File: config.mk
export PLATFORM = sky130hd
export DESIGN_NAME = axil_addr_splitter
export DESIGN_NICKNAME = d
export VERILOG_FILES = /design/src/rtl/axil_split_pkg.sv /design/src/rtl/axil_split_decode.sv /design/src/rtl/axil_split_wr.sv /design/src/rtl/axil_split_rd.sv /design/src/rtl/axil_addr_splitter.sv
export SDC_FILE = /design/constraint.sdc
export NUM_CORES = 1
export LEC_CHECK = 0
export BUFFER_PORTS_ARGS = -buffer_cell sky130_fd_sc_hd__buf_2
export CORE_AREA = 2 2 177 179
export DETAILED_ROUTE_END_ITERATION = 7
export DIE_AREA = 0 0 179 181
export PLACE_DENSITY_LB_ADDON = 0.1
export REMOVE_ABC_BUFFERS = 1
export SLEW_MARGIN = 25
export SYNTH_ARGS = -nofsm -noshare
export SYNTH_HDL_FRONTEND = slang
export SYNTH_SLANG_ARGS = --single-unit
File: constraint.sdc
create_clock -name clk -period 1.85 [get_ports clk]
set_clock_uncertainty 0.1 [all_clocks]
set_input_delay 0.2775 -clock clk [delete_from_list [all_inputs] [get_ports clk]]
set_output_delay 0.2775 -clock clk [all_outputs]
set_load 0.005 [all_outputs]
File: src/rtl/axil_split_pkg.sv
// Shared definitions for the AXI-Lite address splitter.
// Assumes the standard two-bit AXI response encoding.
package axil_split_pkg;

    localparam logic [1:0] AXRESP_OKAY   = 2'b00;
    localparam logic [1:0] AXRESP_DECERR = 2'b11;

    typedef enum logic [2:0] {
        WR_IDLE,
        WR_ADDR,
        WR_DATA,
        WR_RESP,
        WR_SINK,
        WR_ERR
    } wr_state_e;

    typedef enum logic [1:0] {
        RD_IDLE,
        RD_ADDR,
        RD_RESP,
        RD_ERR
    } rd_state_e;

endpackage

File: src/rtl/axil_split_decode.sv
// Address window decoder: compares an address against every port's
// base under that port's mask and reports the lowest-index match.
// Assumes base/mask parameters packed port 0 in the low bits.
module axil_split_decode #(
    parameter int NUM_PORTS = 3,
    parameter int ADDR_W    = 16,
    parameter int IDX_W     = 2,
    parameter logic [NUM_PORTS*ADDR_W-1:0] PORT_BASE = '0,
    parameter logic [NUM_PORTS*ADDR_W-1:0] PORT_MASK = '0
) (
    input  logic [ADDR_W-1:0] addr,
    output logic              hit,
    output logic [IDX_W-1:0]  idx
);

    logic [NUM_PORTS-1:0] match;

    for (genvar g = 0; g < NUM_PORTS; g++) begin : gen_win
        // Window compare for one port.
        assign match[g] = ((addr ^ PORT_BASE[g*ADDR_W +: ADDR_W])
                           & PORT_MASK[g*ADDR_W +: ADDR_W]) == '0;
    end

    // Priority pick: scanning downward leaves the lowest match in idx.
    always_comb begin
        hit = |match;
        idx = '0;
        for (int i = NUM_PORTS - 1; i >= 0; i--) begin
            if (match[i]) idx = IDX_W'(i);
        end
    end

endmodule

File: src/rtl/axil_split_wr.sv
// Write path of the splitter: accepts one write address, forwards
// address, data and response to the latched port, or sinks the data
// beat and answers DECERR when no port claimed the address.
// Assumes hit/idx decode the current s_awaddr.
module axil_split_wr
    import axil_split_pkg::*;
#(
    parameter int NUM_PORTS = 3,
    parameter int ADDR_W    = 16,
    parameter int DATA_W    = 32,
    parameter int STRB_W    = 4,
    parameter int IDX_W     = 2
) (
    input  logic                        clk,
    input  logic                        rst_n,
    input  logic                        hit,
    input  logic [IDX_W-1:0]            idx,
    input  logic                        s_awvalid,
    output logic                        s_awready,
    input  logic [ADDR_W-1:0]           s_awaddr,
    input  logic                        s_wvalid,
    output logic                        s_wready,
    input  logic [DATA_W-1:0]           s_wdata,
    input  logic [STRB_W-1:0]           s_wstrb,
    output logic                        s_bvalid,
    input  logic                        s_bready,
    output logic [1:0]                  s_bresp,
    output logic [NUM_PORTS-1:0]        m_awvalid,
    input  logic [NUM_PORTS-1:0]        m_awready,
    output logic [NUM_PORTS*ADDR_W-1:0] m_awaddr,
    output logic [NUM_PORTS-1:0]        m_wvalid,
    input  logic [NUM_PORTS-1:0]        m_wready,
    output logic [NUM_PORTS*DATA_W-1:0] m_wdata,
    output logic [NUM_PORTS*STRB_W-1:0] m_wstrb,
    input  logic [NUM_PORTS-1:0]        m_bvalid,
    output logic [NUM_PORTS-1:0]        m_bready,
    input  logic [NUM_PORTS*2-1:0]      m_bresp
);

    wr_state_e         state;
    logic [IDX_W-1:0]  sel_q;
    logic [ADDR_W-1:0] addr_q;
    logic              sel_awready;
    logic              sel_wready;
    logic              sel_bvalid;
    logic [1:0]        sel_bresp;

    // Pick the handshake inputs of the latched port.
    always_comb begin
        sel_awready = 1'b0;
        sel_wready  = 1'b0;
        sel_bvalid  = 1'b0;
        sel_bresp   = AXRESP_OKAY;
        for (int i = 0; i < NUM_PORTS; i++) begin
            if (sel_q == IDX_W'(i)) begin
                sel_awready = m_awready[i];
                sel_wready  = m_wready[i];
                sel_bvalid  = m_bvalid[i];
                sel_bresp   = m_bresp[i*2 +: 2];
            end
        end
    end

    // Transaction sequencer for the write path.
    always_ff @(posedge clk) begin
        if (!rst_n) begin
            state  <= WR_IDLE;
            sel_q  <= '0;
            addr_q <= '0;
        end else begin
            case (state)
                WR_IDLE: if (s_awvalid) begin
                    addr_q <= s_awaddr;
                    sel_q  <= idx;
                    state  <= hit ? WR_ADDR : WR_SINK;
                end
                WR_ADDR: if (sel_awready) state <= WR_DATA;
                WR_DATA: if (s_wvalid && sel_wready) state <= WR_RESP;
                WR_RESP: if (sel_bvalid && s_bready) state <= WR_IDLE;
                WR_SINK: if (s_wvalid) state <= WR_ERR;
                WR_ERR:  if (s_bready) state <= WR_IDLE;
                default: state <= WR_IDLE;
            endcase
        end
    end

    // Broadcast payloads; only the selected valid is ever raised.
    assign m_awaddr = {NUM_PORTS{addr_q}};
    assign m_wdata  = {NUM_PORTS{s_wdata}};
    assign m_wstrb  = {NUM_PORTS{s_wstrb}};

    // Steer handshakes between the upstream port and the latched port.
    always_comb begin
        s_awready = (state == WR_IDLE);
        s_wready  = 1'b0;
        s_bvalid  = 1'b0;
        s_bresp   = AXRESP_OKAY;
        m_awvalid = '0;
        m_wvalid  = '0;
        m_bready  = '0;
        case (state)
            WR_DATA: s_wready = sel_wready;
            WR_RESP: begin
                s_bvalid = sel_bvalid;
                s_bresp  = sel_bresp;
            end
            WR_SINK: s_wready = 1'b1;
            WR_ERR: begin
                s_bvalid = 1'b1;
                s_bresp  = AXRESP_DECERR;
            end
            default: ;
        endcase
        for (int i = 0; i < NUM_PORTS; i++) begin
            if (sel_q == IDX_W'(i)) begin
                m_awvalid[i] = (state == WR_ADDR);
                m_wvalid[i]  = (state == WR_DATA) && s_wvalid;
                m_bready[i]  = (state == WR_RESP) && s_bready;
            end
        end
    end

endmodule

File: src/rtl/axil_split_rd.sv
// Read path of the splitter: accepts one read address, forwards it to
// the latched port and returns that port's data, or returns a zero
// DECERR beat when no port claimed the address.
// Assumes hit/idx decode the current s_araddr.
module axil_split_rd
    import axil_split_pkg::*;
#(
    parameter int NUM_PORTS = 3,
    parameter int ADDR_W    = 16,
    parameter int DATA_W    = 32,
    parameter int IDX_W     = 2
) (
    input  logic                        clk,
    input  logic                        rst_n,
    input  logic                        hit,
    input  logic [IDX_W-1:0]            idx,
    input  logic                        s_arvalid,
    output logic                        s_arready,
    input  logic [ADDR_W-1:0]           s_araddr,
    output logic                        s_rvalid,
    input  logic                        s_rready,
    output logic [DATA_W-1:0]           s_rdata,
    output logic [1:0]                  s_rresp,
    output logic [NUM_PORTS-1:0]        m_arvalid,
    input  logic [NUM_PORTS-1:0]        m_arready,
    output logic [NUM_PORTS*ADDR_W-1:0] m_araddr,
    input  logic [NUM_PORTS-1:0]        m_rvalid,
    output logic [NUM_PORTS-1:0]        m_rready,
    input  logic [NUM_PORTS*DATA_W-1:0] m_rdata,
    input  logic [NUM_PORTS*2-1:0]      m_rresp
);

    rd_state_e         state;
    logic [IDX_W-1:0]  sel_q;
    logic [ADDR_W-1:0] addr_q;
    logic              sel_arready;
    logic              sel_rvalid;
    logic [DATA_W-1:0] sel_rdata;
    logic [1:0]        sel_rresp;

    // Pick the handshake inputs and payload of the latched port.
    always_comb begin
        sel_arready = 1'b0;
        sel_rvalid  = 1'b0;
        sel_rdata   = '0;
        sel_rresp   = AXRESP_OKAY;
        for (int i = 0; i < NUM_PORTS; i++) begin
            if (sel_q == IDX_W'(i)) begin
                sel_arready = m_arready[i];
                sel_rvalid  = m_rvalid[i];
                sel_rdata   = m_rdata[i*DATA_W +: DATA_W];
                sel_rresp   = m_rresp[i*2 +: 2];
            end
        end
    end

    // Transaction sequencer for the read path.
    always_ff @(posedge clk) begin
        if (!rst_n) begin
            state  <= RD_IDLE;
            sel_q  <= '0;
            addr_q <= '0;
        end else begin
            case (state)
                RD_IDLE: if (s_arvalid) begin
                    addr_q <= s_araddr;
                    sel_q  <= idx;
                    state  <= hit ? RD_ADDR : RD_ERR;
                end
                RD_ADDR: if (sel_arready) state <= RD_RESP;
                RD_RESP: if (sel_rvalid && s_rready) state <= RD_IDLE;
                RD_ERR:  if (s_rready) state <= RD_IDLE;
                default: state <= RD_IDLE;
            endcase
        end
    end

    assign m_araddr = {NUM_PORTS{addr_q}};

    // Steer handshakes and return data for the read path.
    always_comb begin
        s_arready = (state == RD_IDLE);
        s_rvalid  = 1'b0;
        s_rdata   = '0;
        s_rresp   = AXRESP_OKAY;
        m_arvalid = '0;
        m_rready  = '0;
        case (state)
            RD_RESP: begin
                s_rvalid = sel_rvalid;
                s_rdata  = sel_rdata;
                s_rresp  = sel_rresp;
            end
            RD_ERR: begin
                s_rvalid = 1'b1;
                s_rresp  = AXRESP_DECERR;
            end
            default: ;
        endcase
        for (int i = 0; i < NUM_PORTS; i++) begin
            if (sel_q == IDX_W'(i)) begin
                m_arvalid[i] = (state == RD_ADDR);
                m_rready[i]  = (state == RD_RESP) && s_rready;
            end
        end
    end

endmodule

File: src/rtl/axil_addr_splitter.sv
// One-to-N AXI-Lite splitter. Each downstream port owns the window
// given by PORT_BASE/PORT_MASK (port i at bits [i*ADDR_W +: ADDR_W]);
// the lowest-index claiming port wins and unclaimed requests get a
// locally generated DECERR. Read and write paths are independent and
// each carries one transaction at a time.
module axil_addr_splitter #(
    parameter int NUM_PORTS = 3,
    parameter int ADDR_W    = 16,
    parameter int DATA_W    = 32,
    parameter logic [NUM_PORTS*ADDR_W-1:0] PORT_BASE = {16'h2000, 16'h2000, 16'h1000},
    parameter logic [NUM_PORTS*ADDR_W-1:0] PORT_MASK = {16'hF000, 16'hFF00, 16'hF000}
) (
    input  logic                               clk,
    input  logic                               rst_n,
    input  logic                               s_awvalid,
    output logic                               s_awready,
    input  logic [ADDR_W-1:0]                  s_awaddr,
    input  logic                               s_wvalid,
    output logic                               s_wready,
    input  logic [DATA_W-1:0]                  s_wdata,
    input  logic [DATA_W/8-1:0]                s_wstrb,
    output logic                               s_bvalid,
    input  logic                               s_bready,
    output logic [1:0]                         s_bresp,
    input  logic                               s_arvalid,
    output logic                               s_arready,
    input  logic [ADDR_W-1:0]                  s_araddr,
    output logic                               s_rvalid,
    input  logic                               s_rready,
    output logic [DATA_W-1:0]                  s_rdata,
    output logic [1:0]                         s_rresp,
    output logic [NUM_PORTS-1:0]               m_awvalid,
    input  logic [NUM_PORTS-1:0]               m_awready,
    output logic [NUM_PORTS*ADDR_W-1:0]        m_awaddr,
    output logic [NUM_PORTS-1:0]               m_wvalid,
    input  logic [NUM_PORTS-1:0]               m_wready,
    output logic [NUM_PORTS*DATA_W-1:0]        m_wdata,
    output logic [NUM_PORTS*(DATA_W/8)-1:0]    m_wstrb,
    input  logic [NUM_PORTS-1:0]               m_bvalid,
    output logic [NUM_PORTS-1:0]               m_bready,
    input  logic [NUM_PORTS*2-1:0]             m_bresp,
    output logic [NUM_PORTS-1:0]               m_arvalid,
    input  logic [NUM_PORTS-1:0]               m_arready,
    output logic [NUM_PORTS*ADDR_W-1:0]        m_araddr,
    input  logic [NUM_PORTS-1:0]               m_rvalid,
    output logic [NUM_PORTS-1:0]               m_rready,
    input  logic [NUM_PORTS*DATA_W-1:0]        m_rdata,
    input  logic [NUM_PORTS*2-1:0]             m_rresp
);

    localparam int STRB_W = DATA_W / 8;
    localparam int IDX_W  = (NUM_PORTS > 1) ? $clog2(NUM_PORTS) : 1;

    logic             aw_hit;
    logic [IDX_W-1:0] aw_idx;
    logic             ar_hit;
    logic [IDX_W-1:0] ar_idx;

    axil_split_decode #(
        .NUM_PORTS(NUM_PORTS), .ADDR_W(ADDR_W), .IDX_W(IDX_W),
        .PORT_BASE(PORT_BASE), .PORT_MASK(PORT_MASK)
    ) aw_dec_i (
        .addr(s_awaddr), .hit(aw_hit), .idx(aw_idx)
    );

    axil_split_decode #(
        .NUM_PORTS(NUM_PORTS), .ADDR_W(ADDR_W), .IDX_W(IDX_W),
        .PORT_BASE(PORT_BASE), .PORT_MASK(PORT_MASK)
    ) ar_dec_i (
        .addr(s_araddr), .hit(ar_hit), .idx(ar_idx)
    );

    axil_split_wr #(
        .NUM_PORTS(NUM_PORTS), .ADDR_W(ADDR_W), .DATA_W(DATA_W),
        .STRB_W(STRB_W), .IDX_W(IDX_W)
    ) wr_i (
        .clk(clk), .rst_n(rst_n), .hit(aw_hit), .idx(aw_idx),
        .s_awvalid(s_awvalid), .s_awready(s_awready), .s_awaddr(s_awaddr),
        .s_wvalid(s_wvalid), .s_wready(s_wready), .s_wdata(s_wdata), .s_wstrb(s_wstrb),
        .s_bvalid(s_bvalid), .s_bready(s_bready), .s_bresp(s_bresp),
        .m_awvalid(m_awvalid), .m_awready(m_awready), .m_awaddr(m_awaddr),
        .m_wvalid(m_wvalid), .m_wready(m_wready), .m_wdata(m_wdata), .m_wstrb(m_wstrb),
        .m_bvalid(m_bvalid), .m_bready(m_bready), .m_bresp(m_bresp)
    );

    axil_split_rd #(
        .NUM_PORTS(NUM_PORTS), .ADDR_W(ADDR_W), .DATA_W(DATA_W), .IDX_W(IDX_W)
    ) rd_i (
        .clk(clk), .rst_n(rst_n), .hit(ar_hit), .idx(ar_idx),
        .s_arvalid(s_arvalid), .s_arready(s_arready), .s_araddr(s_araddr),
        .s_rvalid(s_rvalid), .s_rready(s_rready), .s_rdata(s_rdata), .s_rresp(s_rresp),
        .m_arvalid(m_arvalid), .m_arready(m_arready), .m_araddr(m_araddr),
        .m_rvalid(m_rvalid), .m_rready(m_rready), .m_rdata(m_rdata), .m_rresp(m_rresp)
    );

endmodule

## Yosys cells after proc, flatten, opt, wreduce, memory -nomap -nowiden

Index checks and enable logic that the tools add are counted.

- Flip-flop bits (word level): 41
- Bits in latches: 0
- Memory bits (writable): 0
- Memory bits (read-only): 0
- Bits of input ports: 198
- Output and inout bits: 260
- Word-level logic and storage cells: 119
- Memories: 0

- $add $sub $neg: 0
- $mul: 0
- Divide/modulo/power cells: 0
- $lt $le $gt $ge: 0
- Equal/unequal tests: 22
- Shift operators: 0
- Muxes and demuxes: 65
- Bitwise operators: 4
- Reduce and logical (&&, ||, !) cells: 22

Operators with widths:

| kind | count |
|---|---|
| $mux W32 | 4 |
| $logic_not A16 Y1 | 6 |
| $mux W2 | 17 |
| $mux W1 | 30 |
| $mux W3 | 7 |
| $pmux W3 S6 | 1 |
| $ne A2 B1 Y1 const B | 5 |
| $ne A2 B2 Y1 const B | 5 |
| $eq A2 B2 Y1 const B | 4 |
| $pmux W2 S2 | 2 |
| $pmux W2 S4 | 1 |
| $eq A2 B1 Y1 const B | 3 |
| $eq A3 B2 Y1 const B | 2 |
| $eq A3 B3 Y1 const B | 2 |
| $logic_and A1 B1 Y1 | 6 |
| $logic_not A2 Y1 | 3 |
| $pmux W1 S2 | 3 |
| $reduce_and A6 Y1 | 1 |
| $reduce_or A3 Y1 | 2 |
| $not A1 Y1 | 4 |
| $reduce_and A2 Y1 | 2 |
| $reduce_and A4 Y1 | 1 |
| $eq A3 B1 Y1 const B | 1 |
| $logic_not A3 Y1 | 1 |

## Longest topological paths before layout

- Depth after elaboration: 7
- Depth in mapped cells: 7

## By module

Synthesis repeated with hierarchy kept, for this count alone.

- Cells, all modules: 598
- Area, all modules: 4486.8 um^2

By module, submodules not included:

| module | times used | cells an instance | area an instance (um^2) | seq. area each (um^2) |
|---|---|---|---|---|
| axil_split_wr | 1 | 290 | 2209.6 | 420.4 |
| axil_split_rd | 1 | 296 | 2194.6 | 400.4 |
| axil_split_decode | 2 | 6 | 41.3 | 0.0 |

## Worst setup path before layout

OpenSTA, ideal clock, no wires.

- Path type: reg-to-output
- Start point: register rd_i.sel_q[0]
- End point: output s_rdata[12]
- Data arrival time: 1319 ps
- Required time: 1472 ps
- Setup slack: 154 ps
- Cell stages (with the launch flop): 8
- Buffers on the path: 3
- Cells stage by stage: dfxtp_1 buf_2 buf_2 buf_2 mux2i_1 nor2_1 a21oi_1 nor2_1

- Longest elaborated chain between the ends: 5
- Elaborated cells between the ends (all ways): 7

RTL lines:

| element | line | RTL |
|---|---|---|
| start, declared | axil_split_rd.sv:34 | `logic [IDX_W-1:0] sel_q;` |
| start signal, assigned | axil_split_rd.sv:67 | `sel_q <= idx;` |
| $logic_not A2 Y1 | axil_split_rd.sv:48 | `if (sel_q == IDX_W'(i)) begin` |
| $mux W32 (2 in a row) | axil_split_rd.sv:48 |  |
| $mux W32 * | axil_split_rd.sv:48 |  |
| $mux W32 * | axil_split_rd.sv:88 | `case (state)` |
| end, declared | axil_addr_splitter.sv:30 | `output logic [DATA_W-1:0] s_rdata,` |

Every way passes the cells marked *; elsewhere a longest branch is shown, timed or not.

## Worst setup path in the final report

- Start point: register rd_i.sel_q[0]
- End point: output s_rdata[15]

The elaborated chain is that of the path after synthesis.

==> flow_summary.ini <==
[status]
status = finished with violations
violations = negative setup slack

[logic_synthesis]
synth_top_area_frac = 0.308
avgSynthCellArea_um2 = 7.00
synth-async-reset-ratio = 0
synth.area.top_cells = buf_4 31%, dfxtp_1 20%, a21oi_1 8.8%
synth-warning-count = 0
synth_top_cell_by_area = buf_4
syn_area_mm2 = 0.00420
synth-main-ff-cell = dfxtp_1
syn_inst = 600
ys_seq_area_frac = 0.195
synth_cell_types = 44
synth_seq_cells = 41
synth_edf_count = 0

[power]
pwr_density_cell_mw_per_mm2 = 739
switching_share = 0.378
ir_drop_v = 0.000371
power_mw = 4.19
power.internal_mw = 2.61
net-switching-power_mw = 1.59
p_leak_nw = 2.75
p_seq_frac = 0.289
clockPowerShare = 0.254
combPwrFrac = 0.458

[worst_setup_path]
critPathLaunchType = flop
path_max_fanout = 10
crit_type = reg -> out
critPathCaptureType = primary output
arrival_ns = 1.63
cp.required_ns = 1.47
r2r_slack_ns = 0.13

[global_routing]
met1_usage = 0.176
grtUsageMet3 = 0.0974
use_met2 = 0.233
grt_pass1_vias = 4412
grt-busiest-layer = met2
grt-ovfl-total = 0
grt_pass1_wl_mm = 34.7
grt_antenna_before_repair = 2
grt_max_degree = 38
grt_usage = 0.154

[drt]
postRouteAntennaNets = 0
viasPerCell = 3.86
drt-pass1-iter-count = 4
num_vias = 4469
routed_wl_mm = 26.3
first_iter_violations = 205
drc = 0
wire_per_inst_um = 22.7

[die]
std_cell_rows = 64
pin_count = 458
core_mm2 = 0.0303
die_w_um = 179
die_area_mm2 = 0.0324
initial_core_util = 0.138
die_h_um = 181

[clock_tree]
cts_tree = done
cts_inserted_buffers = 5
clk_path_buf_depth = 2
cts.clk_slew.worst_paths_ns = 0.06
worstSkewPairLatency_ns = 0.30
hold_buffers = 0
cts-htree-levels = 2
cts-root-buf = clkbuf_16
clock-sinks = 41

[sta]
rsz0062_at_grt = true
fmax_mhz = 498
whs_ns = 0.107
layout_setup_ws_ns = -0.160
setup_viol = 34
tightestPinTransition_ns = 0.628
min_period_over_period = 1.09
slew_violations = 0
hold_viol = 0
final.setup.tns_ns = -1.96
slew_headroom = 0.578
fin_crit_ns = 2.01

[placed_design]
place_area_mm2 = 0.00514
dp.cells = 1137
dp_hpwl_mm = 22.4
gp_congestion = 0.845
port_buffers = 313
pre_cts_slack_ns = 0.0634

[hold_path]
holdCritPathClass = in -> reg

[final_layout]
fin_cells = 1158
final_common_cell = buf_2
nNetsFinal = 957
final_core_util = 0.187
final_cell_mix = 313 x buf_2, 83 x nor2_1, 73 x nand2_1
final_area_mm2 = 0.00567
syn2layout_area_growth_pct = 35.1
layout-drive-gt1-share = 0.550

[run]
drv_cap = 0
sequential cells by signal (all words and copies together) (netlist names):
| name | cells |
|---|---|
| rd_i.addr_q | 16 |
| wr_i.sel_q | 2 |
| rd_i.sel_q | 2 |
| wr_i.state | 3 |
| wr_i.addr_q | 16 |
| rd_i.state | 2 |
power by group through the flow:
stage          clock (mW)  sequential, mW  combinational [mW]
2_1_floorplan           0            1.24               0.724
3_3_place_gp            0            1.24                1.86
3_5_place_dp            0            1.23                1.83
4_1_cts              1.13            1.22                1.88
5_1_grt              1.16            1.25                2.13
6_report             1.06            1.21                1.92
per-layer routing:
metal	wire [um]	share of wire	vias to the layer above
li1	-	-	2124
met1	10200	0.39	2038
met2	11400	0.43	272
met3	3940	0.15	33
met4	618	0.024	2
met5	140	0.0053	-
cell usage after synthesis, types with 2 or more instances:
cell type    n
mux2_2       4
o2bb2ai_1    5
dfxtp_1     41
xor2_1       2
buf_4      172
nand3b_1     3
buf_1        2
a31oi_1      2
mux2i_1     37
o21ai_0      2
nand3_1      4
buf_2        9
nor4_1       3
a2bb2oi_1    2
nand2_1     73
nor2_1      88
a211oi_1     4
inv_1        7
a221oi_1     3
nor3_1       6
nand2b_1    10
a21oi_1     74
and2_1       3
clkbuf_1    21
nor2b_1      4
critical path, cell delays in order (launching register included):
cell	delay, ns
dfxtp_4	0.43
buf_4	0.15
clkbuf_16	0.15
mux2i_1	0.19
nor2_1	0.07
a21oi_2	0.15
nor2_1	0.07
buf_2	0.13
worst paths after layout:
check / endpoint / depth (start not counted) / startpoint
worst max register to register: wr_i.state[0] / 5 / wr_i.sel_q[0]
worst min register to register: wr_i.addr_q[1] / 2 / wr_i.addr_q[1]
worst min-delay path: rd_i.state[1] / 2 / s_rready
worst max-delay path: s_rdata[15] / 7 / rd_i.sel_q[0]
kinds of logic (layout without fill, tap and decap cells):
logic type                after synthesis  after routing  synth area share
xor gates and xnor gates                3              3           0.00626
DFF                                    41             41             0.195
muxes                                  42             42             0.104
AOI/OAI and AO/OA                     101            101             0.141
and+or+nand+nor                       201            201             0.206
buffers and inverters                 212            372             0.348
other                                   0              2                 0
final cells by class:
type | count | area [um2]
inverters | 7 | 30.0
repair buffers | 357 | 2060
flip-flops and latches | 41 | 845
fillers | 3484 | 24700
multi-input cells | 347 | 2070
well taps | 396 | 495
diodes | 2 | 5.00
clock buffers | 6 | 129
clock inverters | 2 | 38.8
timing repair:
action	4_1_cts	5_1_grt
resized for setup	39	19
buffers inserted	3	5
endpoints found under the setup margin	46	46
pin swaps	10	9
gates cloned	2	1
Note: power is estimated with default switching activity, not from simulation.
